File: src/rtl/irq_agg_pkg.sv
// Package: shared constants and register decoding for the interrupt aggregator.
// Assumes byte addressing with word-aligned 32-bit registers.
package irq_agg_pkg;

    localparam logic [31:0] RESTART_KEY = 32'h0000_DEAD;

    // Register selector produced from a byte address.
    typedef enum logic [2:0] {
        SEL_SUMMARY,
        SEL_ENABLE,
        SEL_SENSE,
        SEL_POLARITY,
        SEL_CLEAR,
        SEL_RESTART,
        SEL_NONE
    } reg_sel_e;

    // Map a byte address onto a register; misaligned or unknown gives SEL_NONE.
    function automatic reg_sel_e decode_addr(input logic [4:0] addr);
        reg_sel_e sel;
        if (addr[1:0] != 2'b00) begin
            sel = SEL_NONE;
        end else begin
            case (addr[4:2])
                3'd0:    sel = SEL_SUMMARY;
                3'd1:    sel = SEL_ENABLE;
                3'd2:    sel = SEL_SENSE;
                3'd3:    sel = SEL_POLARITY;
                3'd4:    sel = SEL_CLEAR;
                3'd5:    sel = SEL_RESTART;
                default: sel = SEL_NONE;
            endcase
        end
        return sel;
    endfunction

endpackage

File: src/rtl/irq_sync.sv
// Module: multi-stage synchronizer for a vector of asynchronous request wires.
// Assumes each bit is independent (no bus coherency is needed across bits).
// The reset value is chosen by the parent so that lines read as idle after reset.
module irq_sync #(
    parameter int unsigned            WIDTH   = 32,
    parameter int unsigned            STAGES  = 2,
    parameter logic [WIDTH-1:0]       RST_VAL = '0
) (
    input  logic             clk,
    input  logic             rst_n,
    input  logic [WIDTH-1:0] async_i,
    output logic [WIDTH-1:0] sync_o
);

    logic [STAGES-1:0][WIDTH-1:0] chain_q;

    generate
        for (genvar s = 0; s < STAGES; s++) begin : g_stage
            if (s == 0) begin : g_first
                // Purpose: first capture flop, may go metastable.
                always_ff @(posedge clk) begin
                    if (!rst_n) chain_q[0] <= RST_VAL;
                    else        chain_q[0] <= async_i;
                end
            end else begin : g_rest
                // Purpose: further settling stages.
                always_ff @(posedge clk) begin
                    if (!rst_n) chain_q[s] <= RST_VAL;
                    else        chain_q[s] <= chain_q[s-1];
                end
            end
        end
    endgenerate

    assign sync_o = chain_q[STAGES-1];

endmodule

File: src/rtl/irq_capture.sv
// Module: per-line polarity adjustment and edge/level capture.
// Assumes synchronized inputs. Produces the pending summary with reserved
// lines forced to zero. Edge-mode lines latch on the inactive-to-active
// transition and stay set until the clear word holds their bit.
module irq_capture #(
    parameter int unsigned      WIDTH = 32,
    parameter logic [WIDTH-1:0] RSVD  = '0
) (
    input  logic             clk,
    input  logic             rst_n,
    input  logic [WIDTH-1:0] sync_i,
    input  logic [WIDTH-1:0] pol_i,
    input  logic [WIDTH-1:0] edge_i,
    input  logic [WIDTH-1:0] clr_i,
    output logic [WIDTH-1:0] summary_o
);

    logic [WIDTH-1:0] active;
    logic [WIDTH-1:0] active_prev_q;
    logic [WIDTH-1:0] pend_q;
    logic [WIDTH-1:0] rise;

    // Purpose: active-high view of each line (pol 1 = high active).
    assign active = ~(sync_i ^ pol_i);
    assign rise   = active & ~active_prev_q;

    // Purpose: remember the previous active view for transition detection.
    always_ff @(posedge clk) begin
        if (!rst_n) active_prev_q <= '0;
        else        active_prev_q <= active;
    end

    generate
        for (genvar n = 0; n < WIDTH; n++) begin : g_line
            if (RSVD[n]) begin : g_unused
                assign pend_q[n]    = 1'b0;
                assign summary_o[n] = 1'b0;
            end else begin : g_used
                // Purpose: edge latch; clear has priority, level mode keeps it empty.
                always_ff @(posedge clk) begin
                    if (!rst_n)                  pend_q[n] <= 1'b0;
                    else if (!edge_i[n])         pend_q[n] <= 1'b0;
                    else if (clr_i[n])           pend_q[n] <= 1'b0;
                    else if (rise[n])            pend_q[n] <= 1'b1;
                end
                // Purpose: select latched or live view per line.
                assign summary_o[n] = edge_i[n] ? pend_q[n] : active[n];
            end
        end
    endgenerate

    // a held clear bit leaves no pending bit behind on the next cycle.
    a_r5_clear_empties: assert property (@(posedge clk) disable iff (!rst_n)
        1'b1 |=> ((pend_q & $past(clr_i)) == '0));

    // an edge latch survives unless cleared or switched to level mode.
    a_r4_latch_holds: assert property (@(posedge clk) disable iff (!rst_n)
        1'b1 |=> ((($past(pend_q) & ~$past(clr_i) & $past(edge_i)) & ~pend_q) == '0));

endmodule

File: src/rtl/irq_regfile.sv
// Module: software-visible register file with a single-cycle bus port.
// Assumes one access strobe per cycle; read data is registered.
// Also produces the one-cycle restart request on the key write.
module irq_regfile
    import irq_agg_pkg::*;
#(
    parameter int unsigned      WIDTH   = 32,
    parameter int unsigned      AW      = 5,
    parameter logic [WIDTH-1:0] POL_RST = '0
) (
    input  logic             clk,
    input  logic             rst_n,
    input  logic [AW-1:0]    addr_i,
    input  logic             wr_i,
    input  logic             rd_i,
    input  logic [WIDTH-1:0] wdata_i,
    output logic [WIDTH-1:0] rdata_o,
    input  logic [WIDTH-1:0] summary_i,
    output logic [WIDTH-1:0] enable_o,
    output logic [WIDTH-1:0] edge_o,
    output logic [WIDTH-1:0] pol_o,
    output logic [WIDTH-1:0] clr_o,
    output logic             restart_o
);

    reg_sel_e sel;

    assign sel = decode_addr(addr_i);

    // Purpose: software writes to the configuration and clear registers.
    always_ff @(posedge clk) begin
        if (!rst_n) begin
            enable_o <= '0;
            edge_o   <= '0;
            pol_o    <= POL_RST;
            clr_o    <= '0;
        end else if (wr_i) begin
            case (sel)
                SEL_ENABLE:   enable_o <= wdata_i;
                SEL_SENSE:    edge_o   <= wdata_i;
                SEL_POLARITY: pol_o    <= wdata_i;
                SEL_CLEAR:    clr_o    <= wdata_i;
                default:      ;
            endcase
        end
    end

    // Purpose: one-cycle restart request on the key value.
    always_ff @(posedge clk) begin
        if (!rst_n) restart_o <= 1'b0;
        else        restart_o <= wr_i && (sel == SEL_RESTART) &&
                                 (wdata_i == WIDTH'(RESTART_KEY));
    end

    // Purpose: registered read mux; unmapped addresses return zero.
    always_ff @(posedge clk) begin
        if (!rst_n) begin
            rdata_o <= '0;
        end else if (rd_i) begin
            case (sel)
                SEL_SUMMARY:  rdata_o <= summary_i;
                SEL_ENABLE:   rdata_o <= enable_o;
                SEL_SENSE:    rdata_o <= edge_o;
                SEL_POLARITY: rdata_o <= pol_o;
                SEL_CLEAR:    rdata_o <= clr_o;
                default:      rdata_o <= '0;
            endcase
        end else begin
            rdata_o <= '0;
        end
    end

    // a request pulse is only ever caused by a key write to the restart register.
    a_r8_key_only: assert property (@(posedge clk) disable iff (!rst_n)
        restart_o |-> $past(wr_i && (sel == SEL_RESTART) && (wdata_i == WIDTH'(RESTART_KEY))));

    // unmapped reads return zero.
    a_r9_unmapped_zero: assert property (@(posedge clk) disable iff (!rst_n)
        $past(rd_i && (sel == SEL_NONE)) |-> (rdata_o == '0));

endmodule

File: src/rtl/irq_aggregator.sv
// Module: top of the interrupt aggregator.
// Chains synchronizer -> capture -> register file and merges the enabled
// pending lines into one registered processor interrupt.
// Assumes a single clock domain for the bus; request wires may be asynchronous.
module irq_aggregator
    import irq_agg_pkg::*;
#(
    parameter int unsigned NUM_LINES   = 32,
    parameter int unsigned ADDR_W      = 5,
    parameter int unsigned SYNC_STAGES = 2,
    parameter int unsigned RSVD_LO     = 20,
    parameter int unsigned RSVD_HI     = 30,
    parameter int unsigned CASCADE_BIT = 31
) (
    input  logic                 clk,
    input  logic                 rst_n,
    input  logic [NUM_LINES-1:0] irq_lines_i,
    input  logic [ADDR_W-1:0]    bus_addr_i,
    input  logic                 bus_wr_i,
    input  logic                 bus_rd_i,
    input  logic [NUM_LINES-1:0] bus_wdata_i,
    output logic [NUM_LINES-1:0] bus_rdata_o,
    output logic                 cpu_irq_o,
    output logic                 sys_rst_req_o
);

    // Build a mask with ones from lo to hi inclusive.
    function automatic logic [NUM_LINES-1:0] span_mask(input int unsigned lo,
                                                       input int unsigned hi);
        logic [NUM_LINES-1:0] m;
        m = '0;
        for (int unsigned i = 0; i < NUM_LINES; i++) begin
            if (i >= lo && i <= hi) m[i] = 1'b1;
        end
        return m;
    endfunction

    localparam logic [NUM_LINES-1:0] RSVD_MASK = span_mask(RSVD_LO, RSVD_HI);
    localparam logic [NUM_LINES-1:0] POL_INIT  = NUM_LINES'(1) << CASCADE_BIT;
    localparam logic [NUM_LINES-1:0] SYNC_IDLE = ~POL_INIT;

    logic [NUM_LINES-1:0] sync_lines;
    logic [NUM_LINES-1:0] summary;
    logic [NUM_LINES-1:0] enable_w;
    logic [NUM_LINES-1:0] edge_w;
    logic [NUM_LINES-1:0] pol_w;
    logic [NUM_LINES-1:0] clr_w;

    irq_sync #(
        .WIDTH   (NUM_LINES),
        .STAGES  (SYNC_STAGES),
        .RST_VAL (SYNC_IDLE)
    ) u_sync (
        .clk     (clk),
        .rst_n   (rst_n),
        .async_i (irq_lines_i),
        .sync_o  (sync_lines)
    );

    irq_capture #(
        .WIDTH (NUM_LINES),
        .RSVD  (RSVD_MASK)
    ) u_capture (
        .clk       (clk),
        .rst_n     (rst_n),
        .sync_i    (sync_lines),
        .pol_i     (pol_w),
        .edge_i    (edge_w),
        .clr_i     (clr_w),
        .summary_o (summary)
    );

    irq_regfile #(
        .WIDTH   (NUM_LINES),
        .AW      (ADDR_W),
        .POL_RST (POL_INIT)
    ) u_regs (
        .clk       (clk),
        .rst_n     (rst_n),
        .addr_i    (bus_addr_i),
        .wr_i      (bus_wr_i),
        .rd_i      (bus_rd_i),
        .wdata_i   (bus_wdata_i),
        .rdata_o   (bus_rdata_o),
        .summary_i (summary),
        .enable_o  (enable_w),
        .edge_o    (edge_w),
        .pol_o     (pol_w),
        .clr_o     (clr_w),
        .restart_o (sys_rst_req_o)
    );

    // Purpose: registered OR of enabled pending lines toward the processor.
    always_ff @(posedge clk) begin
        if (!rst_n) cpu_irq_o <= 1'b0;
        else        cpu_irq_o <= |(summary & enable_w);
    end

    // with every enable bit clear the processor interrupt stays low.
    a_r7_mask_blocks: assert property (@(posedge clk) disable iff (!rst_n)
        (enable_w == '0) |=> !cpu_irq_o);

    // a summary read never shows a reserved line.
    a_r6_rsvd_read_zero: assert property (@(posedge clk) disable iff (!rst_n)
        $past(bus_rd_i && (bus_addr_i == ADDR_W'(0))) |-> ((bus_rdata_o & RSVD_MASK) == '0));

endmodule

File: config.mk
export PLATFORM = sky130hd
export DESIGN_NAME = irq_aggregator
export DESIGN_NICKNAME = d
export VERILOG_FILES = /design/src/rtl/irq_agg_pkg.sv /design/src/rtl/irq_sync.sv /design/src/rtl/irq_capture.sv /design/src/rtl/irq_regfile.sv /design/src/rtl/irq_aggregator.sv
export SDC_FILE = /design/constraint.sdc
export NUM_CORES = 1
export LEC_CHECK = 0
export BUFFER_PORTS_ARGS = -buffer_cell sky130_fd_sc_hd__buf_2
export CORE_ASPECT_RATIO = 1.5
export CORE_UTILIZATION = 50
export DETAILED_ROUTE_END_ITERATION = 6
export PLACE_DENSITY = 0.74
export SETUP_SLACK_MARGIN = 0.02
export SKIP_CTS_REPAIR_TIMING = 1
export SKIP_LAST_GASP = 1
export SLEW_MARGIN = 10
export SYNTH_ARGS = -nofsm -noshare
export SYNTH_HDL_FRONTEND = slang
export SYNTH_SLANG_ARGS = --single-unit
File: constraint.sdc
create_clock -name clk -period 1.9 [get_ports clk]
set_input_delay 0.095 -clock clk [delete_from_list [all_inputs] [get_ports clk]]
set_output_delay 0.095 -clock clk [all_outputs]
set_load 0.01 [all_outputs]
==> flow_summary.ini <==
[status]
status = finished with violations
violations = DRC, hold timing

[routing]
vias = 8582
via_per_inst = 5.740
wl_per_cell_um = 18.74
drc = 6
drt_first_pass_iters = 7
drtAntennaViolNets = 0
finalWirelength_mm = 28.02
drtIter0Drc = 1086

[synthesis]
synth_top_area_cell = dfxtp_1
async_flop_share = 0
synth_simple_gate_area_frac = 0.2541
synth_fa_ha_area_frac = 0
synthXorXnorAreaFrac = 0.02099
netlist_area_um2 = 9119
seq_area_frac_synth = 0.5401
ys_seq_elements = 246
yosysUniqueCellTypes = 33
synth_edf_count = 0
ys_warn_count = 0
synthCells = 1110
synth_compound_area_frac = 0.1515
synthFlopType = dfxtp_1
synth_top_family_by_area = simple AND/OR/NAND/NOR gates
synth_top_area_share = 0.5401
synth.area.top_cells = dfxtp_1, nand2_1, a21oi_1
synthMuxAreaShare = 0
syn_nets = 1183
syn_area_per_cell_um2 = 8.215

[global_routing]
grt_antenna_before_repair = 1
grt_pass1_wl_mm = 42.45
grt.overflow.total = 0
gr-usage-all-layers = 0.2881
grt_max_degree = 149
grt_pass1_vias = 8148

[clock_tree]
cts_tree = built
cts_buffer_depth = 3
clock_sinks = 246
clk_latency_ns = 0.51
path_clk_slew_ns = 0.06
clock-root-buffer = clkbuf_16
cts_made_buffers = 23
htreeDepth = 1

[finish]
drive_gt1_frac = 0.1527
layout_commonest_cell = nand2_1
final_area_um2 = 11410
final_util = 0.6389
layout-area-overhead-vs-synth_pct = 25.18
layoutNonFillerInstCount = 1495
nNetsFinal = 1335
mostFrequentLayoutCells = nand2_1, dfxtp_1, a21oi_1

[sta]
rsz0062_at_grt = false
setup_viol = 0
worst_clock_skew_ns = 0.01041
slew_headroom = 0.5627
fmax_ghz = 0.5540
hold_slack_ns = -0.01603
period_share = 0.9501
min_period_ns = 1.805
tightest_slew_ns = 0.6559
hold_violations = 1
slew_viol_final = 0

[critical_path]
cp_max_fo = 17
cp_slowest_cell = dlygate4sd3_1
r2r_end = cpu_irq_o
rrSetupSlack_ns = 0.12
worstSetupStartpointType = input port
critPathCapture = u_regs.pol_o[11]
r2r_cells = 5
critPathMaxStageDelay_ns = 0.54
crit_start = bus_addr_i[4]
crit_required_ns = 2.33
crit-reg2reg-launch = u_regs.pol_o[2]
crit_arrival_ns = 2.23
crit_type = input port to flip-flop
cp-end-kind = flip-flop
critical_path.cell_chain = dlygate4sd3_1 > buf_2 > nor3_2 > and3_1 > and2_1 > buf_4 > nand2_1 > a21oi_1

[min_path]
min_from = bus_addr_i[2]
hold_path.class = input port to flip-flop

[floorplanning]
die_x_um = 112.3
die_h_um = 167.4
fp.dieArea_um2 = 18790
core_um2 = 17870
pin_count = 107
std_cell_rows = 60
start_util = 0.5104

[placed_design]
io_buffers = 95
place_inst = 1397
place_area_um2 = 10020
gp_congestion = 0.8748
hpwl_mm = 17.08

[power]
power.density_nw_per_um2 = 937.2
ir_worst_vdd_uv = 620.6
leakagePower_nw = 4.327

[job]
maxCapViolCount = 0
-- cell type report --
type | instances | area, µm²
diodes | 1 | 2.502
clock buffers | 32 | 679.4
clock inverters | 8 | 126.4
fillers | 1519 | 6452
inverters | 1 | 6.256
multi-input cells | 786 | 3902
flip-flops and latches | 246 | 4930
well taps | 217 | 271.5
repair buffers | 204 | 1496
-- worst min-delay path by stage --
stage / endpoint / slack [ns] / depth (start not counted)
6_report: u_regs.restart_o / -0.02 / 4
5_1_grt: u_regs.restart_o / 0.04 / 4
4_1_cts: u_sync.chain_q[7] / -0.24 / 2
3_5_place_dp: u_sync.chain_q[7] / 0.28 / 2
3_3_place_gp: u_sync.chain_q[7] / 0.28 / 2
2_1_floorplan: u_sync.chain_q[0] / 0.20 / 1
-- sequential cells by signal (all words and copies together), names as in the netlist --
signal / cells
u_capture.pend_q: 21
u_sync.chain_q: 21
u_regs.pol_o: 32
u_regs.restart_o: 1
u_regs.enable_o: 32
cpu_irq_o: 1
u_capture.active_prev_q: 21
u_regs.rdata_o: 32
u_regs.clr_o: 32
u_sync.sync_o: 21
u_regs.edge_o: 32
-- metrics by stage --
| step | setup TNS [ns] | power, mW | hold slack (ns) | worst slack, ns |
|---|---|---|---|---|
| 6_report | 0 | 10.70 | -0.01603 | 0.09480 |
| 5_1_grt | 0 | 10.97 | 0.03599 | 0.01042 |
| 4_1_cts | -0.05590 | 10.62 | -0.2391 | -0.05590 |
| 3_5_place_dp | 0 | 5.825 | 0.2780 | 0.01135 |
| 3_3_place_gp | 0 | 5.820 | 0.2762 | 0.008977 |
| 2_1_floorplan | 0 | 5.587 | 0.1965 | 0.04828 |
-- layer usage --
layer,track usage,up-vias,wire [µm]
li1,-,4061,-
met1,0.3384,3964,10410
met2,0.5015,457,13870
met3,0.03655,100,2132
met4,0.1693,0,1607
met5,0,-,0
-- logic make-up after synthesis --
kind of cell / Yosys count
DFF: 246
buffers and inverters: 78
xor gates and xnor gates: 21
AOI/OAI and AO/OA: 231
and+or+nand+nor: 534
-- power breakdown --
group	internal [mW]	leakage (nW)	switching, mW
clock	2.91	0.393	1.97
combinational	0.227	1.94	0.323
sequential	5.23	1.99	0.0380
total	8.37	4.33	2.33
-- Yosys cell counts (4+ instances only) --
cell	number
a21oi_1	140
a222oi_1	32
a22oi_1	8
a31oi_1	25
and2_1	7
and3_1	27
buf_2	9
clkbuf_1	65
dfxtp_1	246
nand2_1	316
nand2b_1	40
nand3_1	13
nand4_1	7
nor2_1	86
nor3_1	21
nor4_1	4
o21ai_0	22
xor2_1	20
-- worst max-delay path: cells and delay by family --
family	cells	cell delay (ns)
buf+inv	3	1.01
simple gates	4	0.99
compound gates	1	0.14
Power figures use the tool's default switching activity.
